### src/rtl/wprot_pkg.sv
package wprot_pkg;
  typedef enum logic [2:0] {
    ST_IDLE,
    ST_SEQ,
    ST_PAGE,
    ST_PROG,
    ST_CLR
  } seq_st_e;

  typedef enum logic [1:0] {
    PD_NONE,
    PD_EN,
    PD_DIS
  } pend_e;

  localparam logic [15:0] KEY_ADR_P = 16'h5555;
  localparam logic [15:0] KEY_ADR_Q = 16'h2AAA;
  localparam logic [7:0]  KEY_LEAD  = 8'hAA;
  localparam logic [7:0]  KEY_SECND = 8'h55;
  localparam logic [7:0]  KEY_EN    = 8'hA0;
  localparam logic [7:0]  KEY_EXT   = 8'h80;
  localparam logic [7:0]  KEY_DIS   = 8'h20;
  localparam logic [7:0]  KEY_CLR   = 8'h10;
endpackage

### src/rtl/wprot_match.sv
module wprot_match
  import wprot_pkg::*;
#(
  parameter int ADDR_W = 15
) (
  input  logic [2:0]        step,
  input  logic [ADDR_W-1:0] addr,
  input  logic [7:0]        data,
  output logic              m_cont,
  output logic              m_en,
  output logic              m_dis,
  output logic              m_clr
);
  logic [ADDR_W-1:0] exp_a;
  logic [7:0]        exp_d;
  logic              a_ok;

  always_comb begin
    exp_a = KEY_ADR_P[ADDR_W-1:0];
    exp_d = KEY_LEAD;
    case (step)
      3'd1: begin exp_a = KEY_ADR_Q[ADDR_W-1:0]; exp_d = KEY_SECND; end
      3'd2: exp_d = KEY_EXT;
      3'd4: begin exp_a = KEY_ADR_Q[ADDR_W-1:0]; exp_d = KEY_SECND; end
      3'd5: exp_d = KEY_DIS;
      default: ;
    endcase
  end

  assign a_ok   = (addr == exp_a);
  assign m_cont = a_ok && (step != 3'd5) && (data == exp_d);
  assign m_en   = a_ok && (step == 3'd2) && (data == KEY_EN);
  assign m_dis  = a_ok && (step == 3'd5) && (data == KEY_DIS);
  assign m_clr  = a_ok && (step == 3'd5) && (data == KEY_CLR);

  always_comb begin
    AST_ONE_MATCH: assert ($onehot0({m_cont, m_en, m_dis, m_clr}));
  end
endmodule

### src/rtl/wprot_tmr.sv
module wprot_tmr #(
  parameter int LIMIT = 16
) (
  input  logic clk,
  input  logic rst_n,
  input  logic clr,
  input  logic en,
  output logic hit
);
  localparam int W = (LIMIT < 1) ? 1 : $clog2(LIMIT + 1);
  localparam logic [W-1:0] LIM = W'(LIMIT);

  logic [W-1:0] cnt_q;

  always_ff @(posedge clk or negedge rst_n) begin
    if (!rst_n)                  cnt_q <= '0;
    else if (clr)                cnt_q <= '0;
    else if (en && cnt_q != LIM) cnt_q <= cnt_q + 1'b1;
  end

  assign hit = (cnt_q == LIM);
endmodule

### src/rtl/wprot_flag.sv
module wprot_flag (
  input  logic clk,
  input  logic rst_n,
  input  logic upd,
  input  logic val,
  output logic prot
);
  always_ff @(posedge clk or negedge rst_n) begin
    if (!rst_n)   prot <= 1'b0;
    else if (upd) prot <= val;
  end
endmodule

### src/rtl/wprot_seq.sv
module wprot_seq
  import wprot_pkg::*;
#(
  parameter int ADDR_W     = 15,
  parameter int PAGE_BYTES = 128,
  parameter int WIN_CYC    = 16,
  parameter int CLR_CYC    = 64
) (
  input  logic              clk,
  input  logic              rst_n,
  input  logic              ld_valid,
  output logic              ld_ready,
  input  logic [ADDR_W-1:0] ld_addr,
  input  logic [7:0]        ld_data,
  input  logic              prog_done,
  output logic              buf_we,
  output logic [ADDR_W-1:0] buf_addr,
  output logic [7:0]        buf_data,
  output logic              page_open,
  output logic              page_go,
  output logic              prot_on,
  output logic              clr_start,
  output logic              clr_busy,
  output logic              seq_abort,
  output logic              wr_reject
);
  localparam int PG_W  = $clog2(PAGE_BYTES);
  localparam int SEC_W = ADDR_W - PG_W;
  localparam int CNT_W = $clog2(PAGE_BYTES + 1);
  localparam logic [CNT_W-1:0] PAGE_N = CNT_W'(PAGE_BYTES);

  seq_st_e          st_q, st_d;
  pend_e            pend_q, pend_d;
  logic [2:0]       step_q, step_d;
  logic [CNT_W-1:0] cnt_q, cnt_d;
  logic [SEC_W-1:0] sec_q, sec_d, sec_sel;

  logic take, win_hit, clr_done;
  logic m_cont, m_en, m_dis, m_clr;
  logic we_d, go_d, ab_d, rj_d, cs_d;
  logic fl_upd, fl_val;

  wprot_match #(.ADDR_W(ADDR_W)) u_match (
    .step  (step_q),
    .addr  (ld_addr),
    .data  (ld_data),
    .m_cont(m_cont),
    .m_en  (m_en),
    .m_dis (m_dis),
    .m_clr (m_clr)
  );

  wprot_tmr #(.LIMIT(WIN_CYC)) u_win (
    .clk  (clk),
    .rst_n(rst_n),
    .clr  (take || st_q == ST_IDLE),
    .en   (st_q == ST_SEQ || st_q == ST_PAGE),
    .hit  (win_hit)
  );

  wprot_tmr #(.LIMIT(CLR_CYC - 1)) u_clr (
    .clk  (clk),
    .rst_n(rst_n),
    .clr  (st_q != ST_CLR),
    .en   (1'b1),
    .hit  (clr_done)
  );

  wprot_flag u_flag (
    .clk  (clk),
    .rst_n(rst_n),
    .upd  (fl_upd),
    .val  (fl_val),
    .prot (prot_on)
  );

  assign ld_ready  = (st_q == ST_IDLE) ||
                     ((st_q == ST_SEQ || st_q == ST_PAGE) && !win_hit);
  assign take      = ld_valid && ld_ready;
  assign page_open = (st_q == ST_PAGE);
  assign clr_busy  = (st_q == ST_CLR);
  assign sec_sel   = (st_q == ST_IDLE || cnt_q == '0) ? ld_addr[ADDR_W-1:PG_W] : sec_q;

  always_comb begin
    st_d   = st_q;
    pend_d = pend_q;
    step_d = step_q;
    cnt_d  = cnt_q;
    sec_d  = sec_q;
    we_d   = 1'b0;
    go_d   = 1'b0;
    ab_d   = 1'b0;
    rj_d   = 1'b0;
    cs_d   = 1'b0;
    fl_upd = 1'b0;
    fl_val = 1'b0;
    case (st_q)
      ST_IDLE: if (take) begin
        if (m_cont) begin
          st_d   = ST_SEQ;
          step_d = 3'd1;
        end else if (prot_on) begin
          rj_d = 1'b1;
        end else begin
          st_d   = ST_PAGE;
          pend_d = PD_NONE;
          sec_d  = sec_sel;
          cnt_d  = CNT_W'(1);
          we_d   = 1'b1;
        end
      end
      ST_SEQ: begin
        if (win_hit) begin
          ab_d   = 1'b1;
          st_d   = ST_IDLE;
          step_d = 3'd0;
        end else if (take) begin
          if (m_cont) begin
            step_d = step_q + 3'd1;
          end else if (m_en || m_dis) begin
            st_d   = ST_PAGE;
            pend_d = m_en ? PD_EN : PD_DIS;
            cnt_d  = '0;
            step_d = 3'd0;
          end else if (m_clr) begin
            st_d   = ST_CLR;
            cs_d   = 1'b1;
            step_d = 3'd0;
          end else begin
            ab_d   = 1'b1;
            st_d   = ST_IDLE;
            step_d = 3'd0;
          end
        end
      end
      ST_PAGE: begin
        if (win_hit) begin
          if (pend_q == PD_NONE && cnt_q != '0) begin
            go_d = 1'b1;
            st_d = ST_PROG;
          end else begin
            ab_d   = 1'b1;
            st_d   = ST_IDLE;
            pend_d = PD_NONE;
          end
        end else if (take) begin
          we_d  = 1'b1;
          sec_d = sec_sel;
          cnt_d = cnt_q + 1'b1;
          if (cnt_q + 1'b1 == PAGE_N) begin
            go_d = 1'b1;
            st_d = ST_PROG;
          end
        end
      end
      ST_PROG: if (prog_done) begin
        st_d = ST_IDLE;
        if (pend_q != PD_NONE) begin
          fl_upd = 1'b1;
          fl_val = (pend_q == PD_EN);
        end
        pend_d = PD_NONE;
      end
      ST_CLR: if (clr_done) st_d = ST_IDLE;
      default: st_d = ST_IDLE;
    endcase
  end

  always_ff @(posedge clk or negedge rst_n) begin
    if (!rst_n) begin
      st_q      <= ST_IDLE;
      pend_q    <= PD_NONE;
      step_q    <= 3'd0;
      cnt_q     <= '0;
      sec_q     <= '0;
      buf_we    <= 1'b0;
      buf_addr  <= '0;
      buf_data  <= '0;
      page_go   <= 1'b0;
      seq_abort <= 1'b0;
      wr_reject <= 1'b0;
      clr_start <= 1'b0;
    end else begin
      st_q      <= st_d;
      pend_q    <= pend_d;
      step_q    <= step_d;
      cnt_q     <= cnt_d;
      sec_q     <= sec_d;
      buf_we    <= we_d;
      page_go   <= go_d;
      seq_abort <= ab_d;
      wr_reject <= rj_d;
      clr_start <= cs_d;
      if (we_d) begin
        buf_addr <= {sec_sel, ld_addr[PG_W-1:0]};
        buf_data <= ld_data;
      end
    end
  end

  AST_ONE_EVENT: assert property (@(posedge clk) disable iff (!rst_n)
    $onehot0({seq_abort, wr_reject, page_go, clr_start}));
  AST_STORE_NEEDS_TAKE: assert property (@(posedge clk) disable iff (!rst_n)
    buf_we |-> $past(ld_valid && ld_ready));
  AST_PROT_AT_END: assert property (@(posedge clk) disable iff (!rst_n)
    (prot_on != $past(prot_on)) |-> $past(prog_done));
  AST_REJECT_NO_STORE: assert property (@(posedge clk) disable iff (!rst_n)
    wr_reject |-> !buf_we && !page_open);
  AST_CLR_BUSY: assert property (@(posedge clk) disable iff (!rst_n)
    clr_start |-> clr_busy && !ld_ready);
  AST_GO_HOLDS_READY: assert property (@(posedge clk) disable iff (!rst_n)
    page_go |-> !ld_ready);
endmodule

### config.mk
export PLATFORM = sky130hd
export DESIGN_NAME = wprot_seq
export DESIGN_NICKNAME = d
export VERILOG_FILES = /design/src/rtl/wprot_pkg.sv /design/src/rtl/wprot_match.sv /design/src/rtl/wprot_tmr.sv /design/src/rtl/wprot_flag.sv /design/src/rtl/wprot_seq.sv
export SDC_FILE = /design/constraint.sdc
export NUM_CORES = 1
export LEC_CHECK = 0
export BUFFER_PORTS_ARGS = -buffer_cell sky130_fd_sc_hd__clkbuf_2
export CAP_MARGIN = 5
export CORE_AREA = 2 2 83 85
export DETAILED_ROUTE_END_ITERATION = 12
export DIE_AREA = 0 0 85 87
export PLACE_DENSITY_LB_ADDON = 0.25
export SYNTH_ARGS = -nofsm -noshare
export SYNTH_HDL_FRONTEND = slang
export SYNTH_SLANG_ARGS = --single-unit
### constraint.sdc
create_clock -name clk -period 3.2 [get_ports clk]
set_input_delay 0.64 -clock clk [delete_from_list [all_inputs] [get_ports clk]]
set_output_delay 0.64 -clock clk [all_outputs]
set_load 0.05 [all_outputs]
### Word-level counts from Yosys, hierarchy flattened

Index checks and enable logic that the tools add are counted.

* output and inout bits: 32
* logic and storage cells: 184
* register bits after elaboration: 64
* input bits: 27

* reductions and logical operators: 34
* $add $sub $neg: 4
* eq/ne operators: 40
* mux-type cells: 91

Operators by type and width (number)
* 8-bit two-way mux: 15
* 3-bit two-way mux: 18
* 8-bit one-hot mux with 3 select lines: 2
* 1-bit two-way mux: 33
* 2-bit two-way mux: 12
* 2-bit != test, second input constant: 10
* 8-bit equality test, second input constant: 2
* 8-bit one-hot mux with 2 select lines: 1
* 15-bit equality test: 1
* 15-bit two-way mux: 1
* 3-bit != test, second input constant: 5
* 3-bit one-hot mux with 5 select lines: 1
* 6-bit two-way mux: 2
* 1-bit logical AND: 11
* 11-bit AND reduction: 1
* 5-bit two-way mux: 2
* 10-bit AND reduction: 1
* 2-bit nonzero test: 5
* 3-bit by 2-bit equality test with 1-bit output, second input constant: 3
* 3-bit equality test, second input constant: 3
* 8-bit by 1-bit adder with 8-bit output, second input constant: 1
* 8-bit by 5-bit equality test with 1-bit output, second input constant: 1
* 8-bit by 6-bit equality test with 1-bit output, second input constant: 1
* 8-bit equality test: 1
* 26 further kinds: 36

### Depth between registers and ports, before layout

Gate-level depths: netlist of the first run.

* depth after elaboration: 12
* mapped depth: 10
* depth with buffers taken out: 9

### By module

Synthesis of the first run repeated with hierarchy kept, for this count alone.

* cell total of the unflattened synthesis: 351
* area total of the unflattened synthesis: 3683.5 um^2

By module, submodules not included
* wprot_seq: cells an instance 248, area an instance 2700.1 um^2, seq. area each 1301.2 um^2, instances 1
* wprot_tmr (u_clr): cells an instance 38, area an instance 375.4 um^2, seq. area each 150.1 um^2, instances 1
* wprot_match: cells an instance 36, area an instance 287.8 um^2, seq. area each 0.0 um^2, instances 1
* wprot_tmr (u_win): cells an instance 27, area an instance 280.3 um^2, seq. area each 125.1 um^2, instances 1
* wprot_flag: cells an instance 2, area an instance 40.0 um^2, seq. area each 25.0 um^2, instances 1

### Worst setup path after synthesis of the first run

OpenSTA, ideal clock, no wires.

* path type: input port to flip-flop
* start point: in ld_data[0]
* end point: reg buf_addr[2]
* data arrival time: 2475 ps
* setup slack: 601 ps
* setup time: 125 ps
* buffers on the path: 2
* data required time: 3075 ps
* stages on the path: 8
* path through: nor4_2 > nor3b_1 > a211o_1 > nor3_4 > o21a_1 > buf_4 > buf_6 > mux2_2

* longest elaborated chain between the ends: 5

Ends and longest elaborated chain
* start, declared: line wprot_seq.sv:14 `input logic [7:0] ld_data,`
* 8-bit equality test: line wprot_match.sv:31 `assign m_cont = a_ok && (step != 3'd5) && (data == exp_d);`
* 1-bit logical AND: line wprot_match.sv:31
* 1-bit two-way mux: line wprot_seq.sv:99 `if (m_cont) begin`
* 1-bit two-way mux: line wprot_seq.sv:98 `ST_IDLE: if (take) begin`
* 1-bit one-hot mux with 2 select lines: line wprot_seq.sv:97 `case (st_q)`
* end signal, assigned: line wprot_seq.sv:195 `buf_addr <= {sec_sel, ld_addr[PG_W-1:0]};`
* end, declared: line wprot_seq.sv:17 `output logic [ADDR_W-1:0] buf_addr,`

No other way between the ends.
A chain may end at the register's enable or synchronous reset.

### Worst setup path in the final report of the first run

* start point: reg u_win.cnt_q[0]
* end point: out ld_ready

* longest elaborated chain between the ends: 4

Ends and longest elaborated chain
* start, declared: line wprot_tmr.sv:13 `logic [W-1:0] cnt_q;`
* start signal, assigned: line wprot_tmr.sv:18 `else if (en && cnt_q != LIM) cnt_q <= cnt_q + 1'b1;`
* 5-bit equality test: line wprot_tmr.sv:21 `assign hit = (cnt_q == LIM);`
* 1-bit logical NOT: line wprot_seq.sv:78 `((st_q == ST_SEQ || st_q == ST_PAGE) && !win_hit);`
* 1-bit logical AND: line wprot_seq.sv:78
* 1-bit logical OR: line wprot_seq.sv:77 `assign ld_ready = (st_q == ST_IDLE) ||`
* end, declared: line wprot_seq.sv:12 `output logic ld_ready,`

No other way between the ends.

==> impl_metrics.py, run 1 <==
metrics = {
    "logic_synthesis": {
        "ys_seq_elements": 64,
        "synth_cell_types": 72,
        "synth_fp_nets": 401,
        "synthArstFlopShare_pct": 100,
        "synth_top_cell_area_share_pct": 44.6,
        "synth_edf_count": 0,
        "netlist_top_cells_area": "dfrtp_1, mux2_2, ha_1",
        "synth-main-ff-cell": "dfrtp_1",
        "synth_top_area_cell": "dfrtp_1",
        "synth.avg_cell_area_um2": 9.90,
        "synth_cells": 363,
        "syn_area_um2": 3590,
        "yosysSeqAreaShare_pct": 44.6,
        "synth_warnings": 0,
    },
    "route": {
        "drt_pass1_iterations": 4,
        "drt-initial-drc-count": 252,
        "routed_wl_um": 8160,
        "vias": 3002,
        "drc": 0,
        "wl_per_cell_um": 16.0,
        "vias_per_cell": 5.89,
        "antenna_left": 0,
    },
    "clocking": {
        "clkTransAtPathRegs_ps": 80,
        "hold_buffers": 0,
        "cts_buffer_depth": 2,
        "cts_tree": "built",
        "postCtsSetupBuffers": 0,
        "cts_buffers": 9,
        "worstSkewPairLatency_ps": 350,
        "root_buffer": "clkbuf_8",
        "h-tree-depth": 3,
        "cts-resized-gates": 0,
        "clock_sinks": 64,
    },
    "critical_path": {
        "crit_path_end_kind": "primary output",
        "startpoint_type": "flop",
        "worstPathCellList": "inv_1 -> ha_1 -> nor4bb_1 -> maj3_1 -> or2_2 -> inv_2 -> clkbuf_2",
        "worstPathRequired_ps": 2560,
        "cp_top_family": "adder cells",
        "slowest_delay_ps": 370,
        "critPathKind": "reg -> out",
        "crit_path_top_delay_cell": "dfrtp_1",
        "cp.arrival_ps": 2230,
        "critPathBufInv": 3,
        "cp_max_fo": 7,
    },
    "layout": {
        "layout-drive-gt1-share_pct": 28.1,
        "regArea_um2": 1600,
        "multiInputGateArea_um2": 1800,
        "layout_commonest_cell": "dfrtp_1",
        "area_growth_pct": 16.1,
        "num-nets-final": 463,
        "mostFrequentLayoutCells": "dfrtp_1, clkbuf_2, nand2_1, inv_1, o21ai_0",
        "num-fill-cells": 518,
        "final_util_pct": 63.5,
        "antenna_cells": 0,
        "finalNonFillerCells": 510,
    },
    "timing": {
        "rsz0062_at_grt": "false",
        "fin_ws_ps": 326,
        "fmax_ghz": 0.348,
        "skew_ps": 12.2,
        "maxSlewHeadroom_pct": 46.8,
        "setup_tns_ps": 0,
        "hold_viol_final": 0,
        "finalMaxSlewViolations": 0,
        "finalCritPeriodShare_pct": 89.8,
        "post-route-min-period_ps": 2870,
        "finalSetupViolCount": 0,
        "worst_pin_slew_ps": 797,
    },
    "global_routing": {
        "grt.overflow.total": 0,
        "grt_pass1_vias": 2871,
        "busiest_layer": "met2",
        "gr-usage-met1_pct": 32.3,
        "grt_max_degree": 65,
        "grt_use_met3_pct": 6.54,
        "met2_usage_pct": 37.1,
        "grt_pass1_wl_um": 13700,
        "grt_usage_pct": 23.5,
        "grt_antenna_before_repair": 0,
    },
    "pwr": {
        "switchingPower_mw": 1.86,
        "power.internal_mw": 2.17,
        "p_seq_share_pct": 31.4,
        "switching_share_pct": 46.2,
        "leakagePower_nw": 1.91,
        "p_clk_share_pct": 19.8,
        "combPwrFrac_pct": 48.8,
        "p_per_area_nw_per_um2": 966,
        "peakVddDrop_v": 0.000640,
        "power.total_mw": 4.03,
    },
    "placed_design": {
        "dp_hpwl_um": 5840,
        "place_congestion": 0.902,
        "placedCellCount": 494,
        "port_buffers": 58,
        "dp_slack_ps": 427,
    },
    "floorplan": {
        "initial_core_util_pct": 54.7,
        "fp.dieH_um": 87,
        "ios": 59,
        "die-area_um2": 7400,
        "die_w_um": 85,
        "core_area_um2": 6570,
        "rows": 30,
    },
    "run_status": {
        "status": "finished clean",
    },
    "min_path": {
        "hold_path_class": "in -> async",
    },
    "job": {
        "drv_cap": 0,
    },
}
[cell families (layout without fill, tap and decap cells)]
group | count (synthesis) | in the layout | share of synthesized area (%)
simple gates | 126 | 126 | 18.9
compound gates | 82 | 82 | 15.7
flops | 64 | 64 | 44.6
buf+inv | 41 | 108 | 5.39
mux | 30 | 30 | 9.33
fa+ha+maj | 12 | 12 | 4.11
xor+xnor | 8 | 8 | 1.95
[layer usage]
metal  share of wire [%]  wire [um]
met1                  46       3730
met2                  49       3970
met3                 4.8        392
met4                0.78         64
met5                   0          0
[synthesized netlist by cell type, types with 2 or more instances]
cell and instances:
or2_2 3, a21oi_1 9, or4b_4 2, and3_1 5
nand3_1 10, nand2_1 36, a31oi_1 7, dfrtp_1 64
o22ai_1 10, mux2_1 3, o21ai_0 23, buf_6 4
o31ai_1 2, mux2i_1 5, inv_1 25, mux2_2 21
a211o_1 2, xnor2_1 4, and2_1 2, clkbuf_1 7
o31a_1 2, xor2_1 4, buf_4 2, nor4_1 6
nand2b_1 2, a41oi_1 2, nand3b_1 4, o21a_1 2
nor3_1 10, or4_1 2, nand4_1 7, a2111oi_0 2
nor2_1 22, ha_1 11, or3_1 4
[worst paths after layout]
path,end,cells after the start,slack (ps),startpoint
setup reg to reg,buf_addr[8],10,400,step_q[0]
min in group clk,buf_addr[0],1,500,buf_addr[0]
setup / recovery,ld_ready,7,330,u_win.cnt_q[0]
hold / removal,buf_addr[13],2,470,rst_n
max in group asynchronous,buf_addr[8],2,2230,rst_n
hold reg to reg,buf_addr[0],1,500,buf_addr[0]
[registers in the layout, summed over array words and instances (netlist names)]
register,cells
seq_abort,1
u_win.cnt_q,5
u_flag.prot,1
buf_we,1
step_q,3
sec_q,8
st_q,3
wr_reject,1
buf_data,8
clr_start,1
page_go,1
cnt_q,8
buf_addr,15
u_clr.cnt_q,6
pend_q,2
[metrics by stage]
step,hold slack [ps],instance area (um^2)
3_3_place_gp,472,3940
3_5_place_dp,480,3940
5_1_grt,525,4170
4_1_cts,493,4170
2_1_floorplan,344,3590
6_report,468,4170
[power groups by stage]
| stage | Clock (mW) | Sequential (mW) | Combinational (mW) |
|---|---|---|---|
| finish | 0.797 | 1.27 | 1.97 |
| global route | 0.847 | 1.30 | 2.14 |
| CTS | 0.813 | 1.27 | 1.97 |
| detailed placement | 0 | 1.28 | 1.97 |
| global placement | 0 | 1.27 | 1.94 |
| floorplan | 0 | 1.76 | 1.03 |
[layout make-up]
type / count / area share, %
Clock buffer: 10 / 3.30
Clock inverter: 6 / 2.19
Inverter: 28 / 2.58
Multi-Input combinational cell: 258 / 43.1
Sequential cell: 64 / 38.4
Tap cell: 80 / 2.40
Timing Repair Buffer: 64 / 8.04
(Power assumes the default switching activity.)
==> run 2, diff against run 1 <==
--- a/config.mk
+++ b/config.mk
@@ -11,6 +11,7 @@
 export DETAILED_ROUTE_END_ITERATION = 12
 export DIE_AREA = 0 0 85 87
 export PLACE_DENSITY_LB_ADDON = 0.25
+export REMOVE_ABC_BUFFERS = 1
 export SYNTH_ARGS = -nofsm -noshare
 export SYNTH_HDL_FRONTEND = slang
 export SYNTH_SLANG_ARGS = --single-unit
==> constraint.sdc (replaced) <==
create_clock -name clk -period 2.7 [get_ports clk]
set_input_delay 0.54 -clock clk [delete_from_list [all_inputs] [get_ports clk]]
set_output_delay 0.54 -clock clk [all_outputs]
set_load 0.05 [all_outputs]
==> impl_metrics.py, run 2 (same netlist as run 1, synthesis figures left out) <==
metrics = {
    "layout": {
        "antenna_cells": 0,
        "final_area_um2": 4310,
        "multiInputGateArea_um2": 1810,
        "num-nets-final": 471,
        "regArea_um2": 1600,
        "final_util_pct": 65.6,
        "layout-drive-gt1-share_pct": 29.7,
        "regMostFlops": "buf_addr",
        "num-fill-cells": 543,
        "mostFrequentLayoutCells": "dfrtp_1, clkbuf_2, nand2_1, inv_1, o21ai_0",
        "largest_reg_flops": 15,
        "area_growth_pct": 19.8,
        "layout_commonest_cell": "dfrtp_1",
    },
    "clocking": {
        "cts_buffer_depth": 2,
        "cts_tree": "built",
        "cts_buffers": 9,
        "worstSkewPairLatency_ps": 350,
        "root_buffer": "clkbuf_8",
        "clock_sinks": 64,
        "hold_buffers": 0,
        "h-tree-depth": 3,
        "clkTransAtPathRegs_ps": 70,
    },
    "placed_design": {
        "port_buffers": 58,
        "place_congestion": 0.905,
        "dp_hpwl_um": 5910,
        "post_dp_cell_area_um2": 4020,
    },
    "route": {
        "wl_per_cell_um": 15.9,
        "routed_wl_um": 8220,
        "drc": 0,
        "antenna_left": 0,
        "drt-initial-drc-count": 293,
        "drt_pass1_iterations": 4,
        "vias": 3068,
        "vias_per_cell": 5.92,
    },
    "timing": {
        "finalSetupViolCount": 0,
        "setup_tns_ps": 0,
        "hold_viol_final": 0,
        "maxSlewHeadroom_pct": 58.3,
        "finalCritPeriodShare_pct": 95.7,
        "post-route-min-period_ps": 2590,
        "finalMaxSlewViolations": 0,
        "skew_ps": 10.8,
        "worst_pin_slew_ps": 626,
        "fmax_ghz": 0.387,
    },
    "global_routing": {
        "grt_usage_pct": 23.2,
        "grt_max_degree": 43,
        "grt_antenna_before_repair": 0,
        "grt_pass1_wl_um": 13600,
        "busiest_layer": "met2",
        "gr-usage-met1_pct": 29.8,
        "grt_use_met3_pct": 7.01,
        "grt_pass1_vias": 2948,
        "met2_usage_pct": 38.2,
        "grt.overflow.total": 0,
    },
    "floorplan": {
        "rows": 30,
        "fp.dieH_um": 87,
        "ios": 59,
        "die_w_um": 85,
        "initial_core_util_pct": 54.7,
        "die-area_um2": 7400,
        "core_area_um2": 6570,
    },
    "critical_path": {
        "regToRegEndpoint": "pend_q[1]",
        "path_depth": 8,
        "endpoint": "pend_q[1]",
        "slowest_delay_ps": 540,
        "rr_startpoint": "cnt_q[1]",
        "critPathMostFrequentCell": "or4b_4",
        "crit_path_top_delay_cell": "or4b_4",
        "critPathKind": "reg -> reg",
        "startpoint_type": "flop",
        "cp.arrival_ps": 2820,
        "cp-startpoint": "cnt_q[1]",
        "worstPathCellList": "inv_1 -> ha_1 -> or4b_4 -> o21ai_2 -> a21oi_2 -> or4b_4 -> a211o_1 -> a22o_1",
        "cp_max_fo": 6,
        "cp_top_family": "simple AND/OR/NAND/NOR gates",
        "crit_path_end_kind": "flop",
        "critPathBufInv": 1,
        "worstPathRequired_ps": 2940,
        "r2r_setup_slack_ps": 110,
        "rr_worst_depth": 8,
    },
    "job": {
        "drv_cap": 0,
    },
    "pwr": {
        "p_per_area_nw_per_um2": 1150,
        "peakVddDrop_v": 0.000711,
        "leakagePower_nw": 1.97,
    },
    "min_path": {
        "hold_path_class": "in -> async",
    },
    "run_status": {
        "status": "finished clean",
    },
}
run 2: changes by cell type in the layout (fill, tap and decap cells not counted), moves of 2 or more:
cell        delta
buf_4          +6
buf_12         +2
clkinv_4       -2
clkinvlp_4     +2
run 2: worst min-delay path by stage:
stage	end	slack [ps]
4_1_cts	buf_addr[2]	210
3_5_place_dp	u_flag.prot	460
5_1_grt	buf_addr[2]	220
2_1_floorplan	buf_addr[0]	240
6_report	u_clr.cnt_q[5]	190
3_3_place_gp	u_flag.prot	480
run 2: worst reg2reg max path, cell delays in order (launching register included):
cell	delay [ps]
dfrtp_1	440
inv_1	100
ha_1	150
or4b_4	470
o21ai_2	200
a21oi_2	110
or4b_4	540
a211o_1	260
a22o_1	230
run 2: per-stage QoR:
step           total power, mW  hold slack, ps  setup WS, ps  instances
6_report                  4.96             193           115        518
5_1_grt                   5.26             217         -22.5        518
4_1_cts                   4.95             208          13.8        517
3_5_place_dp              3.89             460          55.8        501
3_3_place_gp              3.83             477           144        501
2_1_floorplan             3.24             244          -146        350
run 2: what timing repair did:
item / 4_1_cts / 5_1_grt
buffers inserted: 0 / 1
pin swaps: 0 / 1
gates resized for setup: 2 / 4
setup endpoints to repair: 1 / 40
run 2: layout make-up:
cell class	count	share of cell area, %
Clock buffer	10	3.20
Multi-Input combinational cell	258	42.1
Sequential cell	64	37.2
Inverter	28	2.56
Clock inverter	6	2.64
Timing Repair Buffer	72	9.97
Tap cell	80	2.32
run 2: power breakdown:
group	switching (mW)	total (mW)	internal (mW)	leakage [nW]
registers	0.221	1.48	1.26	0.827
clock network	0.405	1.05	0.642	0.119
logic	1.60	2.43	0.831	1.02
total	2.23	4.96	2.73	1.97
run 2: metal layers:
layer / part of all wire (%) / wire (um)
met1: 45 / 3680
met2: 49 / 4010
met3: 5.4 / 443
met4: 0.88 / 72
met5: 0 / 0
==> run 3, diff against run 2 <==
--- a/config.mk
+++ b/config.mk
@@ -5,11 +5,12 @@
 export SDC_FILE = /design/constraint.sdc
 export NUM_CORES = 1
 export LEC_CHECK = 0
+export ABC_AREA = 1
 export BUFFER_PORTS_ARGS = -buffer_cell sky130_fd_sc_hd__clkbuf_2
 export CAP_MARGIN = 5
-export CORE_AREA = 2 2 83 85
+export CORE_AREA = 2 2 86 88
 export DETAILED_ROUTE_END_ITERATION = 12
-export DIE_AREA = 0 0 85 87
+export DIE_AREA = 0 0 88 90
 export PLACE_DENSITY_LB_ADDON = 0.25
 export REMOVE_ABC_BUFFERS = 1
 export SYNTH_ARGS = -nofsm -noshare
==> constraint.sdc (replaced) <==
create_clock -name clk -period 2.7 [get_ports clk]
set_input_delay 0.54 -clock clk [delete_from_list [all_inputs] [get_ports clk]]
set_output_delay 0.54 -clock clk [all_outputs]
set_load 0.1 [all_outputs]
==> impl_metrics.py, run 3 <==
metrics = {
    "job": {
        "drv_cap": 0,
    },
    "min_path": {
        "hold_path_class": "in -> async",
    },
    "critical_path": {
        "worstPathRequired_ps": 2940,
        "startpoint_type": "flop",
        "cp.arrival_ps": 2750,
        "worstPathCellList": "inv_1 -> ha_1 -> nand2_2 -> nand2_4 -> o21ai_0 -> nand3_1 -> nor2_4 -> nand2_4 -> nand2_4 -> o21ai_4 -> nand2_4 -> buf_4 -> nand2_2 -> o21ai_2",
        "crit_path_top_delay_cell": "dfrtp_1",
        "cp_max_fo": 30,
        "critPathKind": "reg -> reg",
        "cp_top_family": "simple AND/OR/NAND/NOR gates",
        "slowest_delay_ps": 430,
        "critPathMostFrequentCell": "nand2_4",
        "critPathBufInv": 2,
        "crit_path_end_kind": "flop",
    },
    "timing": {
        "finalMaxSlewViolations": 0,
        "maxSlewHeadroom_pct": 47.9,
        "finalSetupViolCount": 0,
        "worst_pin_slew_ps": 781,
        "rsz0062_at_grt": "false",
        "skew_ps": 9.83,
        "hold_viol_final": 0,
        "finalCritPeriodShare_pct": 93.1,
        "fmax_ghz": 0.398,
        "post-route-min-period_ps": 2510,
        "fin_hold_ws_ps": 362,
    },
    "clocking": {
        "cts-resized-gates": 0,
        "clkTransAtPathRegs_ps": 70,
        "clock_sinks": 64,
        "postCtsSetupBuffers": 0,
        "h-tree-depth": 3,
        "hold_buffers": 0,
        "cts_tree": "built",
        "cts_buffer_depth": 2,
        "worstSkewPairLatency_ps": 350,
        "root_buffer": "clkbuf_8",
        "cts_buffers": 9,
    },
    "floorplan": {
        "fp.dieH_um": 90,
        "die-area_um2": 7920,
        "initial_core_util_pct": 55.9,
        "core_area_um2": 7020,
        "rows": 31,
        "die_w_um": 88,
        "ios": 59,
    },
    "logic_synthesis": {
        "synth-main-ff-cell": "dfrtp_1",
        "synth_top_area_cell": "dfrtp_1",
        "synth_top_cell_area_share_pct": 40.8,
        "synth_edf_count": 0,
        "syn_area_um2": 3930,
        "synthArstFlopShare_pct": 100,
        "synth_warnings": 0,
        "synth.avg_cell_area_um2": 7.27,
        "synth_cells": 540,
        "synth.most_common_cell": "nand2_1",
        "yosysSeqAreaShare_pct": 40.8,
        "netlist_top_cells_count": "nand2_1, inv_1, dfrtp_1",
        "ys_seq_elements": 64,
        "netlist_top_cells_area": "dfrtp_1, nand2_1, inv_1",
        "synth_cell_types": 35,
    },
    "global_routing": {
        "grt_antenna_before_repair": 0,
        "grt_usage_pct": 23.1,
        "grt_pass1_vias": 3390,
        "grt_pass1_wl_um": 14500,
        "grt.overflow.total": 0,
        "grt_max_degree": 65,
    },
    "layout": {
        "final_util_pct": 64.7,
        "largest_reg_flops": 15,
        "regMostFlops": "buf_addr",
        "num-nets-final": 644,
        "mostFrequentLayoutCells": "nand2_1, inv_1, dfrtp_1, clkbuf_2, nor2_1",
        "layout_commonest_cell": "nand2_1",
        "layout-drive-gt1-share_pct": 21.3,
        "area_growth_pct": 15.7,
        "multiInputGateArea_um2": 1950,
        "regArea_um2": 1600,
        "num-fill-cells": 623,
        "antenna_cells": 0,
    },
    "route": {
        "antenna_left": 0,
        "vias": 3631,
        "wl_per_cell_um": 12.3,
        "vias_per_cell": 5.11,
        "routed_wl_um": 8750,
        "drt_pass1_iterations": 5,
        "drc": 0,
        "drt-initial-drc-count": 177,
    },
    "run_status": {
        "status": "finished clean",
    },
    "pwr": {
        "p_per_area_nw_per_um2": 449,
        "leakagePower_nw": 2.58,
        "peakVddDrop_v": 0.000289,
    },
    "placed_design": {
        "port_buffers": 58,
        "place_congestion": 0.885,
        "dp_hpwl_um": 6490,
    },
}
[run 3: cell count changes after synthesis, moves of 11 or more]
cell     delta
inv_1      +49
o21ai_2    +11
nand3_1    +36
mux2_2     -21
nand2_1   +124
nor2_1     +33
nand2_2    +20
[run 3: final cells by class]
class / instances / area share, %
Clock buffer: 10 / 2.81
Multi-Input combinational cell: 388 / 42.8
Inverter: 79 / 6.64
Sequential cell: 64 / 35.2
Timing Repair Buffer: 64 / 7.38
Clock inverter: 6 / 2.37
Tap cell: 99 / 2.73
[run 3: worst paths after layout]
| check | startpoint | end | slack [ps] | cells after the start |
|---|---|---|---|---|
| hold reg to reg | buf_addr[14] | buf_addr[14] | 470 | 2 |
| hold / removal | rst_n | buf_data[7] | 360 | 2 |
| min in group clk | prog_done | u_flag.prot | 410 | 2 |
| max in group asynchronous | rst_n | pend_q[0] | 1830 | 2 |
| setup reg to reg | step_q[0] | buf_addr[1] | 190 | 14 |
| setup / recovery | step_q[0] | buf_addr[1] | 190 | 14 |
[run 3: cells by family after synthesis]
kind of cell               share of synthesized area [%]
xor gates and xnor gates                           0.892
and+or+nand+nor                                     35.7
AOI/OAI and AO/OA                                   9.46
buffers and inverters                               9.62
DFF                                                 40.8
adders and majority gates                           3.51
[run 3: worst reg2reg max path: stages, from the launching register on]
cell     delay [ps]
dfrtp_1         430
inv_1           150
ha_1            190
nand2_2          70
nand2_4         110
o21ai_0         110
nand3_1         160
nor2_4           70
nand2_4         100
nand2_4          70
o21ai_4         260
nand2_4         280
buf_4           290
nand2_2          70
o21ai_2          50
[run 3: per-stage QoR]
| step | TNS, ps | setup slack, ps | std cells | instance area (um^2) | power (mW) |
|---|---|---|---|---|---|
| after global routing | 0 | 5.06 | 710 | 4540 | 2.12 |
| after global placement | 0 | 303 | 694 | 4310 | 1.06 |
| after CTS | 0 | 188 | 710 | 4540 | 2.06 |
| after detailed placement | 0 | 221 | 694 | 4310 | 1.06 |
| after floorplan | -6900 | -884 | 531 | 3850 | 1.01 |
| final | 0 | 186 | 710 | 4540 | 2.04 |
[run 3: layer usage]
| layer | vias to the layer above | part of all wire (%) | GRT usage, % |
|---|---|---|---|
| li1 | 1828 | - | - |
| met1 | 1670 | 45 | 29.7 |
| met2 | 116 | 48 | 37.7 |
| met3 | 17 | 5.7 | 5.33 |
| met4 | 0 | 1.7 | 8.46 |
| met5 | - | 0 | 0 |
[run 3: power breakdown]
part	switching (mW)	leakage [nW]	total, mW	internal, mW
registers	0	0.838	0.958	0.958
clock network	0.391	0.116	1.00	0.610
logic	0.0574	1.63	0.0820	0.0246
total	0.449	2.58	2.04	1.59
